<file path="config.mk">
export PLATFORM = sky130hd
export DESIGN_NAME = rtd_calc
export DESIGN_NICKNAME = d
export VERILOG_FILES = /design/src/rtl/rtd_pkg.sv /design/src/rtl/rtd_trace_table.sv /design/src/rtl/rtd_divider.sv /design/src/rtl/rtd_lane_seq.sv /design/src/rtl/rtd_calc.sv
export SDC_FILE = /design/constraint.sdc
export NUM_CORES = 2
export LEC_CHECK = 0
export BUFFER_PORTS_ARGS = -buffer_cell sky130_fd_sc_hd__buf_2
export CORE_ASPECT_RATIO = 1.25
export CORE_MARGIN = 4
export CORE_UTILIZATION = 55
export DETAILED_ROUTE_END_ITERATION = 16
export PLACE_DENSITY = 0.78
export SLEW_MARGIN = 40
export SYNTH_ARGS = -nofsm -noshare
export SYNTH_HDL_FRONTEND = slang
export SYNTH_SLANG_ARGS = --single-unit
export TNS_END_PERCENT = 20
</file>
<file path="constraint.sdc">
create_clock -name clk -period 9.3 [get_ports clk]
set_clock_uncertainty 0.15 [all_clocks]
set_input_delay 1.395 -clock clk [delete_from_list [all_inputs] [get_ports clk]]
set_output_delay 1.395 -clock clk [all_outputs]
set_load 0.02 [all_outputs]
</file>
<file path="src/rtl/rtd_pkg.sv">
package rtd_pkg;
  typedef enum logic [1:0] {
    ST_IDLE,
    ST_PICK,
    ST_WAIT,
    ST_NEXT
  } rtd_state_e;

  localparam int unsigned SCALE_NUM = 163;
  localparam int unsigned SCALE_DEN = 1000;
endpackage

</file>
<file path="src/rtl/rtd_trace_table.sv">
module rtd_trace_table #(
  parameter int N       = 16,
  parameter int IDX_W   = 4,
  parameter int TRACE_W = 12,
  parameter int PKG_W   = 10
) (
  input  logic               clk,
  input  logic               rst_n,
  input  logic               we,
  input  logic               lock,
  input  logic [IDX_W-1:0]   wr_idx,
  input  logic [TRACE_W-1:0] wr_bck,
  input  logic [TRACE_W-1:0] wr_bdqs,
  input  logic [PKG_W-1:0]   wr_pck,
  input  logic [PKG_W-1:0]   wr_pdqs,
  input  logic [IDX_W-1:0]   rd_idx,
  output logic [TRACE_W-1:0] rd_bck,
  output logic [TRACE_W-1:0] rd_bdqs,
  output logic [PKG_W-1:0]   rd_pck,
  output logic [PKG_W-1:0]   rd_pdqs
);
  logic [N-1:0][TRACE_W-1:0] bck_mem, bdqs_mem;
  logic [N-1:0][PKG_W-1:0]   pck_mem, pdqs_mem;

  always_ff @(posedge clk or negedge rst_n) begin
    if (!rst_n) begin
      bck_mem  <= '0;
      bdqs_mem <= '0;
      pck_mem  <= '0;
      pdqs_mem <= '0;
    end else if (we && !lock && (int'(wr_idx) < N)) begin
      bck_mem[wr_idx]  <= wr_bck;
      bdqs_mem[wr_idx] <= wr_bdqs;
      pck_mem[wr_idx]  <= wr_pck;
      pdqs_mem[wr_idx] <= wr_pdqs;
    end
  end

  assign rd_bck  = bck_mem[rd_idx];
  assign rd_bdqs = bdqs_mem[rd_idx];
  assign rd_pck  = pck_mem[rd_idx];
  assign rd_pdqs = pdqs_mem[rd_idx];

  // contents frozen while a pass holds the lock
  p_table_lock_r8: assert property (@(posedge clk) disable iff (!rst_n)
    lock |=> ($stable(bck_mem) && $stable(bdqs_mem) && $stable(pck_mem) && $stable(pdqs_mem)));
endmodule

</file>
<file path="src/rtl/rtd_divider.sv">
module rtd_divider #(
  parameter int W       = 23,
  parameter int DIVISOR = 1000
) (
  input  logic         clk,
  input  logic         rst_n,
  input  logic         go,
  input  logic [W-1:0] dividend,
  output logic [W-1:0] quot,
  output logic         fin
);
  localparam int RW = $clog2(DIVISOR) + 1;
  localparam int CW = $clog2(W + 1);

  logic [RW-2:0] rem;
  logic [W-1:0]  quo;
  logic [CW-1:0] cnt;
  logic          run;
  logic [RW-1:0] shifted;
  logic          ge;
  logic [RW-2:0] rem_nx;

  always_comb begin
    shifted = {rem, quo[W-1]};
    ge      = shifted >= RW'(DIVISOR);
    rem_nx  = ge ? (RW-1)'(shifted - RW'(DIVISOR)) : shifted[RW-2:0];
  end

  always_ff @(posedge clk or negedge rst_n) begin
    if (!rst_n) begin
      rem <= '0;
      quo <= '0;
      cnt <= '0;
      run <= 1'b0;
      fin <= 1'b0;
    end else if (go) begin
      rem <= '0;
      quo <= dividend;
      cnt <= CW'(W);
      run <= 1'b1;
      fin <= 1'b0;
    end else if (run) begin
      rem <= rem_nx;
      quo <= {quo[W-2:0], ge};
      cnt <= cnt - 1'b1;
      run <= (cnt != CW'(1));
      fin <= (cnt == CW'(1));
    end else begin
      fin <= 1'b0;
    end
  end

  assign quot = quo;

  // a delivered quotient leaves a proper remainder
  p_rem_bound_r2: assert property (@(posedge clk) disable iff (!rst_n)
    fin |-> (RW'(rem) < RW'(DIVISOR)));
endmodule

</file>
<file path="src/rtl/rtd_lane_seq.sv">
module rtd_lane_seq
  import rtd_pkg::*;
#(
  parameter int N_IF    = 4,
  parameter int LANES   = 4,
  parameter int IDX_W   = 4,
  parameter int TRACE_W = 12,
  parameter int PKG_W   = 10,
  parameter int OFF_W   = 12,
  parameter int DLY_W   = 16,
  parameter int SUM_W   = 23
) (
  input  logic                           clk,
  input  logic                           rst_n,
  input  logic                           start,
  input  logic                           wl_mode,
  input  logic [N_IF-1:0]                if_mask,
  input  logic [LANES-1:0]               lane_mask,
  input  logic [OFF_W-1:0]               wl_extra,
  input  logic [OFF_W-1:0]               rd_extra,
  input  logic [TRACE_W-1:0]             bck,
  input  logic [TRACE_W-1:0]             bdqs,
  input  logic [PKG_W-1:0]               pck,
  input  logic [PKG_W-1:0]               pdqs,
  input  logic [SUM_W-1:0]               div_quot,
  input  logic                           div_fin,
  output logic [IDX_W-1:0]               rd_idx,
  output logic                           div_go,
  output logic [SUM_W-1:0]               div_dividend,
  output logic                           busy,
  output logic                           done,
  output logic [N_IF*LANES-1:0][DLY_W-1:0] dly_arr
);
  localparam int IF_W = (N_IF  > 1) ? $clog2(N_IF)  : 1;
  localparam int LN_W = (LANES > 1) ? $clog2(LANES) : 1;
  localparam logic signed [SUM_W-1:0] DLY_MAX = SUM_W'((64'd1 << DLY_W) - 64'd1);

  rtd_state_e            state;
  logic [IF_W-1:0]       if_i;
  logic [LN_W-1:0]       ln_i;
  logic                  mode_q;
  logic [N_IF-1:0]       ifm_q;
  logic [LANES-1:0]      lnm_q;
  logic signed [SUM_W-1:0] off_q;
  logic                  neg_q;

  logic                  active, last;
  logic signed [SUM_W-1:0] bck_s, bdqs_s, pck_s, pdqs_s, brd_s, mag_s;
  logic signed [SUM_W-1:0] conv_s, total_s;
  logic [DLY_W-1:0]      store_v;

  assign rd_idx = IDX_W'(if_i) * IDX_W'(LANES) + IDX_W'(ln_i);
  assign active = ifm_q[if_i] & lnm_q[ln_i];
  assign last   = (if_i == IF_W'(N_IF - 1)) && (ln_i == LN_W'(LANES - 1));
  assign busy   = (state != ST_IDLE);

  always_comb begin
    bck_s  = $signed(SUM_W'(bck));
    bdqs_s = $signed(SUM_W'(bdqs));
    pck_s  = $signed(SUM_W'(pck));
    pdqs_s = $signed(SUM_W'(pdqs));
    brd_s  = mode_q ? (bck_s - bdqs_s) : (bck_s + bdqs_s);
    mag_s  = (brd_s < 0) ? -brd_s : brd_s;
    div_dividend = $unsigned(mag_s) * SUM_W'(SCALE_NUM);
    div_go = (state == ST_PICK) && active;
    conv_s = neg_q ? -$signed(div_quot) : $signed(div_quot);
    total_s = conv_s + pck_s + (mode_q ? -pdqs_s : pdqs_s) + off_q;
    if (total_s < 0)            store_v = '0;
    else if (total_s > DLY_MAX) store_v = '1;
    else                        store_v = total_s[DLY_W-1:0];
  end

  always_ff @(posedge clk or negedge rst_n) begin
    if (!rst_n) begin
      state   <= ST_IDLE;
      if_i    <= '0;
      ln_i    <= '0;
      mode_q  <= 1'b0;
      ifm_q   <= '0;
      lnm_q   <= '0;
      off_q   <= '0;
      neg_q   <= 1'b0;
      done    <= 1'b0;
      dly_arr <= '0;
    end else begin
      done <= 1'b0;
      unique case (state)
        ST_IDLE: if (start) begin
          mode_q <= wl_mode;
          ifm_q  <= if_mask;
          lnm_q  <= lane_mask;
          off_q  <= $signed(SUM_W'(wl_mode ? wl_extra : rd_extra));
          if_i   <= '0;
          ln_i   <= '0;
          state  <= ST_PICK;
        end
        ST_PICK: begin
          neg_q <= (brd_s < 0);
          state <= active ? ST_WAIT : ST_NEXT;
        end
        ST_WAIT: if (div_fin) begin
          dly_arr[rd_idx] <= store_v;
          state <= ST_NEXT;
        end
        ST_NEXT: begin
          if (last) begin
            done  <= 1'b1;
            state <= ST_IDLE;
          end else begin
            if (ln_i == LN_W'(LANES - 1)) begin
              ln_i <= '0;
              if_i <= if_i + 1'b1;
            end else begin
              ln_i <= ln_i + 1'b1;
            end
            state <= ST_PICK;
          end
        end
        default: state <= ST_IDLE;
      endcase
    end
  end

  // end-of-pass pulse lasts one cycle
  p_done_pulse_r7: assert property (@(posedge clk) disable iff (!rst_n)
    done |=> !done);
  // a start taken while idle always opens a pass
  p_start_busy_r7: assert property (@(posedge clk) disable iff (!rst_n)
    (start && !busy) |=> busy);
  // stored delays do not move while idle
  p_idle_hold_r6: assert property (@(posedge clk) disable iff (!rst_n)
    !busy |=> $stable(dly_arr));
endmodule

</file>
<file path="src/rtl/rtd_calc.sv">
module rtd_calc #(
  parameter int N_IF    = 4,
  parameter int LANES   = 4,
  parameter int TRACE_W = 12,
  parameter int PKG_W   = 10,
  parameter int OFF_W   = 12,
  parameter int DLY_W   = 16,
  localparam int N_LN   = N_IF * LANES,
  localparam int IDX_W  = (N_LN > 1) ? $clog2(N_LN) : 1
) (
  input  logic                   clk,
  input  logic                   rst_n,
  input  logic                   ld_valid,
  output logic                   ld_ready,
  input  logic [IDX_W-1:0]       ld_lane,
  input  logic [TRACE_W-1:0]     ld_brd_ck,
  input  logic [TRACE_W-1:0]     ld_brd_dqs,
  input  logic [PKG_W-1:0]       ld_pkg_ck,
  input  logic [PKG_W-1:0]       ld_pkg_dqs,
  input  logic                   wl_mode,
  input  logic [N_IF-1:0]        if_mask,
  input  logic [LANES-1:0]       lane_mask,
  input  logic [OFF_W-1:0]       wl_extra,
  input  logic [OFF_W-1:0]       rd_extra,
  input  logic                   start,
  output logic                   busy,
  output logic                   done,
  output logic [N_LN*DLY_W-1:0]  dly_o
);
  localparam int SCALE_W = $clog2(rtd_pkg::SCALE_NUM + 1);
  localparam int SUM_W   = TRACE_W + 1 + SCALE_W + 2;

  logic [IDX_W-1:0]   rd_idx;
  logic [TRACE_W-1:0] t_bck, t_bdqs;
  logic [PKG_W-1:0]   t_pck, t_pdqs;
  logic               div_go, div_fin;
  logic [SUM_W-1:0]   div_dividend, div_quot;
  logic [N_LN-1:0][DLY_W-1:0] dly_arr;

  assign ld_ready = !busy;
  assign dly_o    = dly_arr;

  rtd_trace_table #(.N(N_LN), .IDX_W(IDX_W), .TRACE_W(TRACE_W), .PKG_W(PKG_W)) u_table (
    .clk(clk), .rst_n(rst_n),
    .we(ld_valid && ld_ready), .lock(busy),
    .wr_idx(ld_lane), .wr_bck(ld_brd_ck), .wr_bdqs(ld_brd_dqs),
    .wr_pck(ld_pkg_ck), .wr_pdqs(ld_pkg_dqs),
    .rd_idx(rd_idx), .rd_bck(t_bck), .rd_bdqs(t_bdqs),
    .rd_pck(t_pck), .rd_pdqs(t_pdqs)
  );

  rtd_divider #(.W(SUM_W), .DIVISOR(rtd_pkg::SCALE_DEN)) u_div (
    .clk(clk), .rst_n(rst_n), .go(div_go),
    .dividend(div_dividend), .quot(div_quot), .fin(div_fin)
  );

  rtd_lane_seq #(
    .N_IF(N_IF), .LANES(LANES), .IDX_W(IDX_W), .TRACE_W(TRACE_W),
    .PKG_W(PKG_W), .OFF_W(OFF_W), .DLY_W(DLY_W), .SUM_W(SUM_W)
  ) u_seq (
    .clk(clk), .rst_n(rst_n), .start(start), .wl_mode(wl_mode),
    .if_mask(if_mask), .lane_mask(lane_mask),
    .wl_extra(wl_extra), .rd_extra(rd_extra),
    .bck(t_bck), .bdqs(t_bdqs), .pck(t_pck), .pdqs(t_pdqs),
    .div_quot(div_quot), .div_fin(div_fin),
    .rd_idx(rd_idx), .div_go(div_go), .div_dividend(div_dividend),
    .busy(busy), .done(done), .dly_arr(dly_arr)
  );
endmodule

</file>
---- Word-level counts from Yosys, hierarchy flattened ----
Cells that the tools add are included.
operators by class
  add/sub/neg operators ................... 13
  multipliers ............................. 1
  magnitude comparators ................... 10
  eq/ne operators ......................... 11
  mux-type cells .......................... 55
  bitwise logic cells ..................... 1
  reductions and logical operators ........ 16
operators by type and width
  operator                                                                                count
  192-bit bitwise mux                                                                     2
  160-bit bitwise mux                                                                     2
  256-bit bitwise mux                                                                     1
  23-bit two-way mux                                                                      6
  12-bit binary-select mux with 4-bit select                                              2
  10-bit binary-select mux with 4-bit select                                              2
  16-bit demux with 4-bit select                                                          1
  10-bit two-way mux                                                                      6
  12-bit demux with 4-bit select                                                          1
  12-bit two-way mux                                                                      4
  16-bit two-way mux                                                                      3
  23-bit adder                                                                            2
  23-bit by 1-bit < comparator with 1-bit output (second input constant)                  2
  23-bit negator                                                                          2
  10-bit demux with 4-bit select                                                          1
  23-bit by 11-bit adder with 23-bit output                                               1
  23-bit by 17-bit > comparator with 1-bit output (second input constant)                 1
  23-bit by 8-bit multiplier with 23-bit output (second input constant)                   1
  10-bit negator with 23-bit output                                                       1
  2-bit two-way mux                                                                       7
  12-bit by 12-bit adder with 13-bit output                                               1
  12-bit by 12-bit subtractor with 13-bit output                                          1
  11-bit by 10-bit greater-or-equal comparator with 1-bit output (second input constant)  1
  4-bit by 5-bit < comparator with 1-bit output (second input constant)                   2
  other kinds (25)                                                                        54
word-level totals
  register bits ........................... 1040
  input port bits ......................... 85
  output and inout bits ................... 259
  logic and storage cells ................. 201

---- Longest topological paths before layout ----
  word-level depth ........................ 11
  depth in mapped cells ................... 37
  mapped depth without buffers ............ 30

---- By module ----
A second synthesis with hierarchy kept.
unflattened totals
  cell total of the unflattened synthesis .. 3968
  area, all modules ....................... 50955.1 um^2
by module, submodules not included
  module           times used  cells each  area each (um^2)
  rtd_trace_table  1           1916        31494.0
  rtd_lane_seq     1           1853        17451.7
  rtd_divider      1           197         1999.4
  rtd_calc         1           2           10.0

---- Worst setup path after synthesis ----
Ideal clock, no wire load.
  path kind ............................... register to register
  start ................................... register u_seq.ln_i[0]
  end ..................................... register u_div.quo[19] (netlist: u_div.quot[19])
  arrival ................................. 9912 ps
  required time ........................... 9030 ps
  slack ................................... -882 ps
  cell stages (with the launch flop) ...... 35
  buffers on the path ..................... 7
  period minus slack after synthesis ...... 10182 ps
  path through ............................ dfrtp_1 > buf_6 > buf_12 > buf_2 > clkbuf_1 > buf_1 > clkbuf_1 > mux4_2 > mux4_2 > fa_1 > a21o_1 > a221o_1 > a31o_2 > a21o_1 > a2111oi_0 > nor2_1 > clkbuf_1 > a21oi_1 > xor2_1 > ha_1 > ha_1 > fa_1 > inv_1 > fa_1 > inv_1 > ha_1 > a21oi_1 > nor2b_1 > nand2b_1 > a21oi_1 > o21ai_0 > o31a_1 > o21a_1 > or3_1 > a31o_2
between the ends
  cells in the longest elaborated chain, start to end .. 9
  elaborated cells on any way between the ends .. 18
RTL lines
  what                                                                                                         RTL line                                      text
  start: declaration                                                                                           rtd_lane_seq.sv:40                            logic [LN_W-1:0] ln_i;
  start signal: assignment                                                                                     rtd_lane_seq.sv:114                           ln_i <= ln_i + 1'b1;
  4-bit by 2-bit adder with 4-bit output                                                                       rtd_lane_seq.sv:52                            assign rd_idx = IDX_W'(if_i) * IDX_W'(LANES) + IDX_W'(ln_i);
  12-bit binary-select mux with 4-bit select, on equally long branches                                         rtd_trace_table.sv:39, rtd_trace_table.sv:40
  12-bit two-way mux, on equally long branches                                                                 rtd_trace_table.sv:39, rtd_trace_table.sv:40
  12-bit by 12-bit adder with 13-bit output or 12-bit by 12-bit subtractor with 13-bit output (tied branches)  rtd_lane_seq.sv:62                            brd_s = mode_q ? (bck_s - bdqs_s) : (bck_s + bdqs_s);
  23-bit two-way mux                                                                                           rtd_lane_seq.sv:62
  23-bit negator or 23-bit by 1-bit < comparator with 1-bit output (tied branches)                             rtd_lane_seq.sv:63                            mag_s = (brd_s < 0) ? -brd_s : brd_s;
  23-bit two-way mux                                                                                           rtd_lane_seq.sv:63
  23-bit by 8-bit multiplier with 23-bit output                                                                rtd_lane_seq.sv:64                            div_dividend = $unsigned(mag_s) * SUM_W'(SCALE_NUM);
  23-bit two-way mux                                                                                           rtd_divider.sv:36                             end else if (go) begin
  end signal: assignment                                                                                       rtd_divider.sv:38                             quo <= dividend;
  end signal: assignment                                                                                       rtd_divider.sv:44                             quo <= {quo[W-2:0], ge};
  end: declaration                                                                                             rtd_divider.sv:16                             logic [W-1:0] quo;
Several ways; a longest one is shown, not always the timed one. The select of a mux whose other input is x is not followed.
A chain may end at the register's enable or synchronous reset.

---- Final worst setup path ----
Ends and elaborated chain as after synthesis.

==> impl_results.md <==
* DIE AREA at just under 0.1 mm²
* Fin util at 0.631
* Post-synth EDFFs at 0
* Post-DP HPWL at about 88000 µm
* Slew Viols, Final at 0
* Crit-path max FO at 11
* Hold slack at 0.338 ns
* Clock transition at path regs at 0.07 ns
* DRC at 0
* Ys async rst share at 1.00
* Port bufs at approximately 340
* Htree depth at 3
* Tot GR Track Use at 0.269
* Cells after synthesis at ~3900
* Vias per cell at 6.21
* Syn_area_per_cell at around 13 µm²
* GPL Wtd Cong at 0.902
* Die X at 283 µm
* CTS tree: built
* CTS Sinks at 1029
* Initial core utilization at 0.556
* Pin count of the biggest net entering global routing at around 150
* Via count at 33667
* Synth Register Bits at 1029
* Antenna Nets Post-Route at 0
* Synth cell types at 77
* Status: finished, final reports clean
* Max incr delay on CP at 0.59 ns
* # IOs at 344
* Count of final setup violators at 0
* Leading register cell type out of synthesis: dfrtp_1
* Max-slew headroom at 0.401
* Maximum root-to-sink buffer count at 3
* Leading cell types in the layout, fill and taps excluded: 1025 x dfrtp_1, 717 x mux2_2, 342 x buf_2
* Min Tclk post-route at between 8 and 9 ns
* First-pass DRT Iterations at 5
* F_max at roughly 0.11 GHz
* Worst skew pair latency at 0.68 ns
* Setup Crit Path Kind: reg -> reg
* Core area at 0.0934 mm²
* Slowest stage cell, crit path: dfrtp_4
* CP required at 9.69 ns
* Root Buffer: clkbuf_16
* Grt ovf at 0
* WL/cell at 24.7 µm
* Hold-fix buffers, CTS at 0
* Syn. warnings at 0
* Syn-to-layout area delta at 13.4%
* Num CTS Buffers at 100
* Chip height at roughly 350 µm
* First-pass GRT wire length at between 200000 and 250000 µm
* Layout cells sized above 1 at 0.406
* DRT Wirelength at roughly 130000 µm
* 1st-iter DRT viols at about 2700
* Antenna violations before repair at 11
* Fin. Hold Viols at 0
* Vias in the first global route at ~35000
* Final period util at 0.944
* Least-Margin Pin Slew at 0.894 ns
* CP startpoint kind: flip-flop
* WP data arrival at between 9 and 10 ns
* Nets at 4426
* Max-cap viol count at 0
* Commonest non-fill, non-tap cell in the layout: dfrtp_1
* Sequential-to-total area share from yosys stat at 0.496
* CP endpoint kind: flip-flop
* Worst hold path class: reg -> reg
* FP Rows at between 100 and 150
* Synthesized area at slightly above 0.05 mm²
==> final cells by class <==
cell class | instances | area [µm²]
fillers | 6781 | 34400
flip-flops and latches | 1029 | 25800
multi-input cells | 2392 | 24700
repair buffers | 454 | 2980
clock buffers | 143 | 2880
well taps | 1206 | 1510
inverters | 152 | 573
clock inverters | 40 | 549
diodes | 6 | 15.0
==> synthesized netlist by cell type, types with 6 or more instances <==
library cell  number  share of area
mux2i_1           44         0.0085
mux4_1            18         0.0091
xnor2_1           63          0.011
buf_1             27         0.0020
buf_2             51         0.0049
nand2_1           80         0.0058
a21boi_4          10         0.0036
nand2b_1          18         0.0022
nor3_1            25         0.0024
o41ai_1            9         0.0015
a31oi_1            6        0.00072
and3_1            25         0.0030
o21ai_0           63         0.0061
ha_1             158          0.038
a311oi_1          51         0.0086
a211oi_1         122          0.018
mux2_2           717           0.16
nor2_1           337          0.024
nor2b_1            9         0.0011
or4_1              8         0.0012
and2_1             8        0.00096
or3_1             13         0.0016
dfrtp_1         1029           0.50
nor4_1             7        0.00084
buf_6             12         0.0026
a21oi_1           52         0.0050
xor2_1            25         0.0042
a211oi_2         100          0.024
a21o_1            21         0.0030
o31ai_1           13         0.0019
fa_1              54          0.021
a21boi_2           6         0.0013
clkbuf_1         202          0.015
mux4_2           203          0.088
o21bai_1           6        0.00087
o21a_1            13         0.0019
inv_1            151          0.011
nand4_1            8        0.00096
nand3_1           20         0.0019
==> metrics by stage <==
stage | area [µm²] | worst slack, ns | setup TNS [ns] | cells
finish | 58900 | 0.523 | 0 | 5422
global route | 58900 | -0.0144 | -0.0144 | 5416
global placement | 54900 | 0.343 | 0 | 5209
floorplan | 52100 | 0.0460 | 0 | 3874
detailed placement | 55300 | 0.164 | 0 | 5223
CTS | 58700 | 0.101 | 0 | 5406
==> critical path, delay by kind of cell (launching register included) <==
family | cells | cell delay, ns
XOR/XNOR | 1 | 0.24
multiplexers | 2 | 1.00
adder cells (fa/ha/maj) | 7 | 2.60
AND/OR/NAND/NOR | 4 | 0.70
buffers and inverters | 5 | 0.41
AO/OA/AOI/OAI | 12 | 2.93
flip-flops | 1 | 0.59
==> kinds of logic after synthesis <==
group           after synthesis  synth area share
flops                      1029             0.496
mux                         982             0.261
simple gates                572            0.0485
compound gates              514            0.0833
buf+inv                     453            0.0372
fa+ha+maj                   212            0.0589
xor+xnor                     89            0.0152
other cells                   2          0.000145
==> path summary, 6_finish.rpt <==
kind	cells after the start	slack, ns	endpoint	startpoint
max	31	0.52	u_div.quot[19]	u_seq.ln_i[0]
min	2	0.34	u_seq.off_q[10]	u_seq.off_q[10]
max reg2reg	31	0.52	u_div.quot[19]	u_seq.ln_i[0]
min reg2reg	2	0.34	u_seq.off_q[10]	u_seq.off_q[10]
max in group asynchronous	5	6.42	u_table.pdqs_mem[12]	rst_n
min in group asynchronous	1	0.46	u_seq.dly_arr[50]	rst_n
==> what timing repair did <==
| action | in CTS | in global routing |
|---|---|---|
| gates resized for setup | 0 | 3 |
| setup buffers | 0 | 7 |
| endpoints found under the setup margin | 0 | 5 |
==> state kept, by name, indices dropped and copies added (netlist names), 2 cells and up <==
| signal | flops |
|---|---|
| u_table.bdqs_mem | 192 |
| u_seq.lnm_q | 4 |
| u_table.bck_mem | 192 |
| u_seq.dly_arr | 256 |
| u_table.pdqs_mem | 160 |
| u_div.quot | 23 |
| u_table.pck_mem | 160 |
| u_seq.ifm_q | 4 |
| u_seq.ln_i | 2 |
| u_div.cnt | 5 |
| u_div.rem | 10 |
| u_seq.if_i | 2 |
| u_seq.off_q | 12 |
| u_seq.state | 2 |
==> per-layer routing <==
| metal | vias to the layer above | track usage | share of wire |
|---|---|---|---|
| met4 | 10 | 0.0944 | 0.035 |
| met5 | - | 0 | 0.00042 |
| li1 | 14578 | - | - |
| met3 | 282 | 0.0374 | 0.065 |
| met1 | 17548 | 0.357 | 0.41 |
| met2 | 1249 | 0.457 | 0.49 |
Power is left out: the tool's default activity adds up to more than one toggle a clock period on the data nets, which glitch-free logic cannot reach.
